**config.mk**
```make
export PLATFORM = sky130hd
export DESIGN_NAME = uart_irq_ctrl
export DESIGN_NICKNAME = d
export VERILOG_FILES = /design/src/rtl/uart_irq_pkg.sv /design/src/rtl/uart_stat_live.sv /design/src/rtl/uart_trig_regs.sv /design/src/rtl/uart_irq_core.sv /design/src/rtl/uart_irq_ctrl.sv
export SDC_FILE = /design/constraint.sdc
export NUM_CORES = 1
export LEC_CHECK = 0
export CAP_MARGIN = 10
export CELL_PAD_IN_SITES_DETAIL_PLACEMENT = 0
export CELL_PAD_IN_SITES_GLOBAL_PLACEMENT = 1
export CORE_ASPECT_RATIO = 1.2
export CORE_MARGIN = 1
export CORE_UTILIZATION = 46
export DETAILED_ROUTE_END_ITERATION = 7
export DONT_BUFFER_PORTS = 1
export GPL_TIMING_DRIVEN = 0
export PLACE_DENSITY = 0.9
export SETUP_SLACK_MARGIN = 0.2
export SLEW_MARGIN = 30
export SYNTH_ARGS = -nofsm -noshare
export SYNTH_HDL_FRONTEND = slang
export SYNTH_SLANG_ARGS = --single-unit
export TNS_END_PERCENT = 20
```
**constraint.sdc**
```tcl
create_clock -name clk -period 2.3 [get_ports clk]
set_input_delay 0.46 -clock clk [delete_from_list [all_inputs] [get_ports clk]]
set_output_delay 0.46 -clock clk [all_outputs]
set_load 0.005 [all_outputs]
```
**src/rtl/uart_irq_pkg.sv**
```systemverilog
package uart_irq_pkg;
    localparam int DATA_W  = 32;
    localparam int ADDR_W  = 3;
    localparam int IRQ_W   = 13;
    localparam int LIVE_W  = 14;

    // live status bit positions
    localparam int LV_RX_TRIG  = 0;
    localparam int LV_RX_EMPTY = 1;
    localparam int LV_RX_FULL  = 2;
    localparam int LV_TX_EMPTY = 3;
    localparam int LV_TX_FULL  = 4;
    localparam int LV_TX_TRIG  = 13;

    // sticky bit position for the transmit trigger
    localparam int ST_TX_TRIG  = 10;

    // implemented sticky / mask bits: 10:0 and 12
    localparam logic [IRQ_W-1:0] IMPL_MASK = 13'h17FF;

    // register word addresses
    localparam logic [ADDR_W-1:0] A_MASK_SET = 3'd0;
    localparam logic [ADDR_W-1:0] A_MASK_CLR = 3'd1;
    localparam logic [ADDR_W-1:0] A_MASK     = 3'd2;
    localparam logic [ADDR_W-1:0] A_STICKY   = 3'd3;
    localparam logic [ADDR_W-1:0] A_LIVE     = 3'd4;
    localparam logic [ADDR_W-1:0] A_RX_TRIG  = 3'd5;
    localparam logic [ADDR_W-1:0] A_TX_TRIG  = 3'd6;

    typedef struct packed {
        logic tx_overflow;
        logic modem_chg;
        logic rx_timeout;
        logic parity_err;
        logic frame_err;
        logic rx_overrun;
    } irq_events_t;

    typedef struct packed {
        logic [IRQ_W-1:0] sticky;
        logic [IRQ_W-1:0] mask;
        logic             irq;
    } irq_core_state_t;
endpackage

```
**src/rtl/uart_stat_live.sv**
```systemverilog
module uart_stat_live
    import uart_irq_pkg::*;
#(
    parameter int FIFO_DEPTH = 64,
    parameter int CNT_W      = $clog2(FIFO_DEPTH + 1)
) (
    input  logic [CNT_W-1:0]  rx_count,
    input  logic [CNT_W-1:0]  tx_count,
    input  logic [CNT_W-1:0]  rx_trig,
    input  logic [CNT_W-1:0]  tx_trig,
    output logic [LIVE_W-1:0] live_stat
);
    localparam logic [CNT_W-1:0] FULL_CNT = CNT_W'(FIFO_DEPTH);

    always_comb begin
        live_stat              = '0;
        live_stat[LV_RX_TRIG]  = (rx_count >= rx_trig);
        live_stat[LV_RX_EMPTY] = (rx_count == '0);
        live_stat[LV_RX_FULL]  = (rx_count == FULL_CNT);
        live_stat[LV_TX_EMPTY] = (tx_count == '0);
        live_stat[LV_TX_FULL]  = (tx_count == FULL_CNT);
        live_stat[LV_TX_TRIG]  = (tx_count >= tx_trig);
    end
endmodule

```
**src/rtl/uart_trig_regs.sv**
```systemverilog
module uart_trig_regs #(
    parameter int CNT_W      = 7,
    parameter int TRIG_RESET = 32
) (
    input  logic             clk,
    input  logic             rst_n,
    input  logic             rx_we,
    input  logic             tx_we,
    input  logic [CNT_W-1:0] wdata,
    output logic [CNT_W-1:0] rx_trig,
    output logic [CNT_W-1:0] tx_trig
);
    typedef struct packed {
        logic [CNT_W-1:0] rx;
        logic [CNT_W-1:0] tx;
    } trig_state_t;

    trig_state_t state_d, state_q;

    always_comb begin
        state_d = state_q;
        if (rx_we) state_d.rx = wdata;
        if (tx_we) state_d.tx = wdata;
    end

    always_ff @(posedge clk or negedge rst_n) begin
        if (!rst_n) begin
            state_q.rx <= CNT_W'(TRIG_RESET);
            state_q.tx <= CNT_W'(TRIG_RESET);
        end else begin
            state_q <= state_d;
        end
    end

    assign rx_trig = state_q.rx;
    assign tx_trig = state_q.tx;

    // a trigger write lands on the next edge
    p_trig_load_r11: assert property (@(posedge clk) disable iff (!rst_n)
        rx_we |=> (rx_trig == $past(wdata)));
endmodule

```
**src/rtl/uart_irq_core.sv**
```systemverilog
module uart_irq_core
    import uart_irq_pkg::*;
(
    input  logic              clk,
    input  logic              rst_n,
    input  logic [4:0]        live_lo,
    input  logic              tx_trig_hit,
    input  irq_events_t       events,
    input  logic              sticky_clr_we,
    input  logic              mask_set_we,
    input  logic              mask_clr_we,
    input  logic [IRQ_W-1:0]  wdata,
    output logic [IRQ_W-1:0]  sticky,
    output logic [IRQ_W-1:0]  mask,
    output logic              irq
);
    irq_core_state_t  state_d, state_q;
    logic [IRQ_W-1:0] set_vec;
    logic [IRQ_W-1:0] clr_vec;

    always_comb begin
        set_vec             = '0;
        set_vec[4:0]        = live_lo;
        set_vec[5]          = events.rx_overrun;
        set_vec[6]          = events.frame_err;
        set_vec[7]          = events.parity_err;
        set_vec[8]          = events.rx_timeout;
        set_vec[9]          = events.modem_chg;
        set_vec[ST_TX_TRIG] = tx_trig_hit;
        set_vec[12]         = events.tx_overflow;

        clr_vec = sticky_clr_we ? wdata : '0;

        state_d        = state_q;
        // set has priority over write-one-to-clear
        state_d.sticky = ((state_q.sticky & ~clr_vec) | set_vec) & IMPL_MASK;
        if (mask_set_we) state_d.mask = state_d.mask | (wdata & IMPL_MASK);
        if (mask_clr_we) state_d.mask = state_d.mask & ~wdata;
        state_d.irq    = |(state_q.mask & state_q.sticky);
    end

    always_ff @(posedge clk or negedge rst_n) begin
        if (!rst_n) begin
            state_q <= '0;
        end else begin
            state_q <= state_d;
        end
    end

    assign sticky = state_q.sticky;
    assign mask   = state_q.mask;
    assign irq    = state_q.irq;

    // output is the registered masked OR
    p_irq_late_r9: assert property (@(posedge clk) disable iff (!rst_n)
        1'b1 |=> (irq == $past(|(mask & sticky))));

    // cleared bits without a set in the same cycle are gone
    p_w1c_r6: assert property (@(posedge clk) disable iff (!rst_n)
        sticky_clr_we |=> ((sticky & $past(wdata & ~set_vec)) == '0));

    // every set condition is held after the edge
    p_set_wins_r7: assert property (@(posedge clk) disable iff (!rst_n)
        1'b1 |=> ((sticky & $past(set_vec & IMPL_MASK)) == $past(set_vec & IMPL_MASK)));

    // transmit trigger lands in sticky bit 10
    p_tx_remap_r4: assert property (@(posedge clk) disable iff (!rst_n)
        tx_trig_hit |=> sticky[ST_TX_TRIG]);

    // clear address removes the written bits
    p_mask_clr_r8: assert property (@(posedge clk) disable iff (!rst_n)
        mask_clr_we |=> ((mask & $past(wdata)) == '0));
endmodule

```
**src/rtl/uart_irq_ctrl.sv**
```systemverilog
module uart_irq_ctrl
    import uart_irq_pkg::*;
#(
    parameter int FIFO_DEPTH = 64,
    parameter int TRIG_RESET = 32,
    parameter int CNT_W      = $clog2(FIFO_DEPTH + 1)
) (
    input  logic              clk,
    input  logic              rst_n,
    input  logic [CNT_W-1:0]  rx_count,
    input  logic [CNT_W-1:0]  tx_count,
    input  logic              ev_rx_overrun,
    input  logic              ev_frame_err,
    input  logic              ev_parity_err,
    input  logic              ev_rx_timeout,
    input  logic              ev_modem_chg,
    input  logic              ev_tx_overflow,
    input  logic              reg_wr,
    input  logic [ADDR_W-1:0] reg_addr,
    input  logic [DATA_W-1:0] reg_wdata,
    output logic [DATA_W-1:0] reg_rdata,
    output logic              irq
);
    logic [CNT_W-1:0]  rx_trig, tx_trig;
    logic [LIVE_W-1:0] live_stat;
    logic [IRQ_W-1:0]  sticky, mask;
    irq_events_t       events;
    logic              we_mset, we_mclr, we_sticky, we_rtrig, we_ttrig;
    logic              unused_wdata_hi;

    assign unused_wdata_hi = ^reg_wdata[DATA_W-1:IRQ_W];

    assign we_mset   = reg_wr && (reg_addr == A_MASK_SET);
    assign we_mclr   = reg_wr && (reg_addr == A_MASK_CLR);
    assign we_sticky = reg_wr && (reg_addr == A_STICKY);
    assign we_rtrig  = reg_wr && (reg_addr == A_RX_TRIG);
    assign we_ttrig  = reg_wr && (reg_addr == A_TX_TRIG);

    assign events = '{tx_overflow: ev_tx_overflow, modem_chg: ev_modem_chg,
                      rx_timeout: ev_rx_timeout, parity_err: ev_parity_err,
                      frame_err: ev_frame_err, rx_overrun: ev_rx_overrun};

    uart_trig_regs #(.CNT_W(CNT_W), .TRIG_RESET(TRIG_RESET)) u_trig (
        .clk     (clk),
        .rst_n   (rst_n),
        .rx_we   (we_rtrig),
        .tx_we   (we_ttrig),
        .wdata   (reg_wdata[CNT_W-1:0]),
        .rx_trig (rx_trig),
        .tx_trig (tx_trig)
    );

    uart_stat_live #(.FIFO_DEPTH(FIFO_DEPTH), .CNT_W(CNT_W)) u_live (
        .rx_count  (rx_count),
        .tx_count  (tx_count),
        .rx_trig   (rx_trig),
        .tx_trig   (tx_trig),
        .live_stat (live_stat)
    );

    uart_irq_core u_core (
        .clk           (clk),
        .rst_n         (rst_n),
        .live_lo       (live_stat[4:0]),
        .tx_trig_hit   (live_stat[LV_TX_TRIG]),
        .events        (events),
        .sticky_clr_we (we_sticky),
        .mask_set_we   (we_mset),
        .mask_clr_we   (we_mclr),
        .wdata         (reg_wdata[IRQ_W-1:0]),
        .sticky        (sticky),
        .mask          (mask),
        .irq           (irq)
    );

    always_comb begin
        unique case (reg_addr)
            A_MASK:    reg_rdata = DATA_W'(mask);
            A_STICKY:  reg_rdata = DATA_W'(sticky);
            A_LIVE:    reg_rdata = DATA_W'(live_stat);
            A_RX_TRIG: reg_rdata = DATA_W'(rx_trig);
            A_TX_TRIG: reg_rdata = DATA_W'(tx_trig);
            default:   reg_rdata = '0;
        endcase
    end

    // a direct mask write changes nothing
    p_mask_direct_r8: assert property (@(posedge clk) disable iff (!rst_n)
        (reg_wr && reg_addr == A_MASK) |=> $stable(mask));

    // receive FIFO cannot be empty and full together
    p_rx_excl_r1: assert property (@(posedge clk) disable iff (!rst_n)
        !(live_stat[LV_RX_EMPTY] && live_stat[LV_RX_FULL]));

    // an overrun pulse is recorded on the next edge
    p_overrun_r5: assert property (@(posedge clk) disable iff (!rst_n)
        ev_rx_overrun |=> sticky[5]);
endmodule

```
==> results of run 1 <==
-- cell type report --
cell class | instances | share of cell area (%)
plain buffers | 26 | 6.38
clock inverters | 3 | 0.848
inverters | 14 | 1.87
well taps | 60 | 2.68
flip-flops and latches | 40 | 35.8
repair buffers | 6 | 2.14
multi-input cells | 194 | 47.8
clock buffers | 5 | 2.46
-- power by group through the flow --
stage | logic [uW] | clock network, uW | registers (uW)
6_report | 525 | 480 | 922
5_1_grt | 598 | 528 | 937
4_1_cts | 506 | 484 | 920
3_5_place_dp | 434 | 0 | 938
3_3_place_gp | 414 | 0 | 934
2_1_floorplan | 358 | 0 | 902
-- cell families (layout without fill, tap and decap cells) --
logic type,Yosys count,count (layout)
simple gates,70,70
flops,40,40
compound gates,66,66
other cells,1,18
mux,26,26
fa+ha+maj,14,14
buf+inv,40,54
-- per-layer routing --
metal	global-route usage [%]	wire length [microns]	part of all wire (%)
met1	28.3	2400	40
met2	38.4	3000	50
met3	6.25	445	7.5
met4	8.54	113	1.9
met5	0	0	0
-- cells in the final DEF (no fill, tap or decap), drive strengths merged, types with 9 or more instances in the layout --
cell type,count
buf,30
a21oi,29
inv,14
ha,14
a21o,11
dfrtp,38
nand2,32
conb,18
nor2,12
mux2i,12
mux2,14
o21ai,9
-- through the flow --
stage / cell area, sq um / setup WS, ps / hold slack [ps] / cells
after floorplan: 2510 / 374 / 164 / 274
after global placement: 2590 / 215 / 165 / 334
after detailed placement: 2590 / 167 / 165 / 334
after CTS: 2760 / 66.6 / 0.460 / 347
after global routing: 2800 / -23.4 / 214 / 348
final: 2800 / 114 / 228 / 348
-- what timing repair did --
action	CTS	global route
endpoints found under the setup margin	2	4
hold buffers	1	1
buffers inserted	4	0
resized for setup	7	5
pin swaps	5	4
hold endpoints to repair	39	16
-- path summary, 6_finish.rpt --
kind	cells past startpoint	to	startpoint
hold / removal	1	flop	reg_wdata[9]
hold reg to reg	1	u_trig.tx_trig[6]	u_trig.tx_trig[6]
setup / recovery	6	reg_rdata[13]	u_trig.tx_trig[0]
min in group asynchronous	1	u_trig.rx_trig[5]	rst_n
setup reg to reg	7	u_core.sticky[10]	u_trig.tx_trig[0]
max in group asynchronous	2	u_trig.tx_trig[5]	rst_n
==> results.py, run 1 <==
metrics = {
    "outcome": {
        "outcome": "complete, no violations",
    },
    "floorplanning": {
        "fp-row-count": 28,
        "io_pins": 91,
        "core_area_sq_um": 5010,
        "die_area_sq_um": 5620,
        "die-width_microns": 68.6,
        "dieHeight_microns": 81.9,
        "initial_core_util_pct": 48.9,
    },
    "power_and_ir_drop": {
        "clkPwrFrac_pct": 24.9,
        "comb_power_share_pct": 27.2,
        "power_uw": 1930,
        "internal-power_uw": 1310,
        "p_leak_uw": 0.00131,
        "switching_share_pct": 32.1,
        "p_seq_share_pct": 47.8,
        "p_sw_uw": 618,
        "peakVddDrop_uv": 399,
        "p_per_area_nw_per_um2": 688,
    },
    "global_route": {
        "grt_pass1_vias": 1934,
        "grt_pass1_wl_microns": 9300,
        "grt.total_usage_pct": 23.2,
        "grt_max_degree": 40,
        "antenna_found_initial": 0,
        "grt-ovfl-total": 0,
    },
    "job": {
        "maxCapViolCount": 0,
    },
    "final_layout": {
        "fin_util_pct": 55.9,
        "n_fill_cell": 486,
        "regArea_sq_um": 1000,
        "area_delta_synth_final_pct": 14.5,
        "fin_nets": 359,
        "multiInputGateArea_sq_um": 1340,
        "antenna_cells": 0,
        "drive_gt1_share_pct": 23.6,
    },
    "timing": {
        "timing.final.hold_violations": 0,
        "finalCritPeriodShare_pct": 95.1,
        "skew_ps": 11.5,
        "rsz0062_at_grt": "yes",
        "setup_tns_ps": 0,
        "fmax_mhz": 457,
        "finalMaxSlewViolations": 0,
        "final-setup-viol-count": 0,
        "min_period_ps": 2190,
    },
    "worst_setup_path": {
        "cp-start-kind": "flop",
        "end_kind": "output pin",
        "crit_slowest_cell": "dfrtp_1",
        "crit_path_max_incr_delay_ps": 440,
        "worstPathArrival_ps": 1730,
        "critPathTopFamily": "flip-flops",
        "critPathMaxFanout": 3,
        "reg2reg_slack_ps": 630,
        "cp_num_buf_inv": 0,
        "path_cells": "ha_1, nand2b_4, a21o_1, a21oi_2, o211ai_1, and2_4",
        "path_class": "reg2out",
        "cp.required_ps": 1840,
    },
    "yosys": {
        "yosys.area.top_type": "dfrtp_1",
        "yosysUniqueCellTypes": 40,
        "syn_inst": 257,
        "synth_edf_count": 0,
        "ys_ff_latch": 40,
        "synth_xor_area_share_pct": 0,
        "postSynthAreaPerCell_sq_um": 9.53,
        "yosysSeqAreaShare_pct": 41.0,
        "synthArstFlopShare_pct": 100,
        "muxShareOfSynthArea_pct": 11.3,
        "synth_top_family_by_area": "compound AO/OA/AOI/OAI gates",
        "synth_ff_type": "dfrtp_1",
        "netlist_area_sq_um": 2450,
        "synth_top_area_share_pct": 38.8,
        "yosysMostFrequentCell": "dfrtp_1",
        "synth_commonest_cells": "dfrtp_1, nand2_1, a21oi_1",
        "synth-adder-area-share_pct": 7.15,
        "ys_warn_count": 0,
        "netlist_top_cells_area": "dfrtp_1, ha_1, mux2_2, buf_4, a21oi_1",
        "synth-simple-area-share_pct": 14.0,
        "synth_compound_area_share_pct": 16.9,
    },
    "route": {
        "vias": 1954,
        "drt_iter0_markers": 119,
        "drc": 0,
        "drt_first_pass_iters": 4,
        "finalWirelength_microns": 5960,
        "ant_nets": 0,
        "routedWlPerCell_microns": 17.1,
        "via_per_inst": 5.61,
    },
    "min_path": {
        "hold_path.class": "in2reg",
    },
    "clocking": {
        "cts_buffer_depth": 2,
        "numClockSinks": 40,
        "cts_tree": "done",
        "clk_latency_ps": 300,
        "path_clk_slew_ps": 90,
        "htreeDepth": 2,
        "cts-buffers-inserted": 5,
        "clockRootBuffer": "clkbuf_8",
    },
    "place": {
        "io_buffers": 0,
        "dp.final_hpwl_microns": 4470,
        "gp_congestion": 0.830,
    },
}
(Power assumes the default switching activity.)
==> inputs of run 2 (changes only) <==
RECOVER_POWER = 25   (was unset)
==> results.py, run 2 (synthesized netlist as in run 1, its figures left out) <==
metrics = {
    "route": {
        "drt_iter0_markers": 111,
        "via_per_inst": 5.63,
        "vias": 1959,
        "finalWirelength_microns": 5970,
        "drc": 0,
        "routedWlPerCell_microns": 17.1,
        "drt_first_pass_iters": 4,
        "ant_nets": 0,
    },
    "job": {
        "maxCapViolCount": 0,
    },
    "min_path": {
        "hold_path.class": "in2reg",
        "holdCritStartpoint": "reg_wdata[9]",
        "whs_path_depth": 1,
    },
    "final_layout": {
        "area_delta_synth_final_pct": 13.8,
        "fin_util_pct": 55.6,
        "fin_nets": 359,
        "antenna_cells": 0,
        "n_fill_cell": 487,
        "final_common_cell": "dfrtp_1",
        "mostFrequentLayoutCells": "dfrtp_1, nand2_1, a21oi_1",
        "drive_gt1_share_pct": 23.6,
    },
    "clocking": {
        "numClockSinks": 40,
        "htreeDepth": 2,
        "clockRootBuffer": "clkbuf_8",
        "cts_tree": "done",
        "cts-buffers-inserted": 5,
        "cts_buffer_depth": 2,
        "path_clk_slew_ps": 90,
        "clk_latency_ps": 300,
    },
    "floorplanning": {
        "die-width_microns": 68.6,
        "io_pins": 91,
        "fp-row-count": 28,
        "initial_core_util_pct": 48.9,
        "dieHeight_microns": 81.9,
        "die_area_sq_um": 5620,
        "core_area_sq_um": 5010,
    },
    "power_and_ir_drop": {
        "peakVddDrop_uv": 398,
        "p_per_area_nw_per_um2": 690,
        "power_uw": 1920,
        "p_leak_uw": 0.00130,
    },
    "global_route": {
        "grt_pass1_wl_microns": 9300,
        "grt_pass1_vias": 1934,
        "grt_max_degree": 40,
        "grt-ovfl-total": 0,
        "antenna_found_initial": 0,
        "grt.total_usage_pct": 23.2,
    },
    "worst_setup_path": {
        "cp.required_ps": 1840,
        "rr_endpoint": "u_core.sticky[10]",
        "r2r_cells": 7,
        "path_class": "reg2out",
        "r2r-start": "u_trig.tx_trig[0]",
        "worstPathArrival_ps": 1730,
        "crit_path_max_incr_delay_ps": 440,
        "cp-start-kind": "flop",
        "crit_slowest_cell": "dfrtp_1",
        "path_cells": "ha_1, nand2b_4, a21o_1, a21oi_2, o211ai_1, and2_4",
        "reg2reg_slack_ps": 620,
        "end_kind": "output pin",
        "critPathMaxFanout": 3,
    },
    "timing": {
        "setup_tns_ps": 0,
        "whs_ps": 230,
        "final-setup-viol-count": 0,
        "timing.final.hold_violations": 0,
        "maxSlewHeadroom_pct": 34.9,
        "skew_ps": 11.3,
        "finalMaxSlewViolations": 0,
        "min_period_ps": 2190,
        "setup_ws_ps": 110,
        "fmax_mhz": 457,
        "finalCritPeriodShare_pct": 95.2,
        "worst_pin_slew_ps": 977,
        "rsz0062_at_grt": "yes",
    },
    "place": {
        "gp_congestion": 0.830,
        "pre_cts_slack_ps": 167,
        "io_buffers": 0,
        "dp.final_hpwl_microns": 4470,
    },
    "outcome": {
        "outcome": "complete, no violations",
    },
}
[run 2: cell types whose count changed in the layout (fill, tap and decap cells not counted)]
cell / delta
buf_12: -1
clkbuf_2: +1
[run 2: metal layers]
layer	track usage, %	part of all wire (%)
met1	28.3	40
met2	38.4	50
met4	8.54	2.0
met5	0	0
met3	6.25	7.4
[run 2: critical path: cells and delay by family (launching register included)]
| family | cells | cell delay (ps) |
|---|---|---|
| fa+ha+maj | 1 | 310 |
| simple gates | 2 | 290 |
| compound gates | 3 | 400 |
| flops | 1 | 440 |
[run 2: stage by stage]
| stage | instances | area, sq um |
|---|---|---|
| final | 348 | 2790 |
| after floorplan | 274 | 2510 |
| after global routing | 348 | 2790 |
| after detailed placement | 334 | 2590 |
| after global placement | 334 | 2590 |
| after CTS | 347 | 2760 |
[run 2: cell type report]
type | instances | area [sq um] | area share, %
Clock inverter | 3 | 23.8 | 0.853
Tap cell | 60 | 75.1 | 2.69
Buffer | 26 | 179 | 6.42
Sequential cell | 40 | 1000 | 36.0
Timing Repair Buffer | 6 | 45.0 | 1.62
Clock buffer | 5 | 68.8 | 2.47
Inverter | 14 | 52.6 | 1.89
Multi-Input combinational cell | 194 | 1340 | 48.1
[run 2: repair_timing]
item | 4_1_cts | 5_1_grt
hold buffers | 1 | 1
endpoints found under the hold margin | 39 | 16
pin swaps | 5 | 4
setup buffers | 4 | 0
setup endpoints to repair | 2 | 4
resized for setup | 7 | 5
[run 2: how the worst max path moves through the flow]
stage,start,endpoint,slack [ps],depth (start not counted)
finish,u_trig.tx_trig[0],reg_rdata[13],110,6
global route,u_trig.rx_trig[0],reg_rdata[0],-20,6
global placement,rx_count[0],reg_rdata[0],210,7
CTS,u_trig.rx_trig[0],reg_rdata[0],70,6
detailed placement,rx_count[0],reg_rdata[0],170,7
floorplan,rx_count[0],reg_rdata[0],370,7
[run 2: where the power goes]
part / switching (uW) / internal (uW) / leakage (uW) / total, uW
Combinational: 255 / 266 / 0.000805 / 522
Clock: 264 / 215 / 0.0000404 / 479
Sequential: 96.4 / 826 / 0.000457 / 922
Total: 616 / 1310 / 0.00130 / 1920
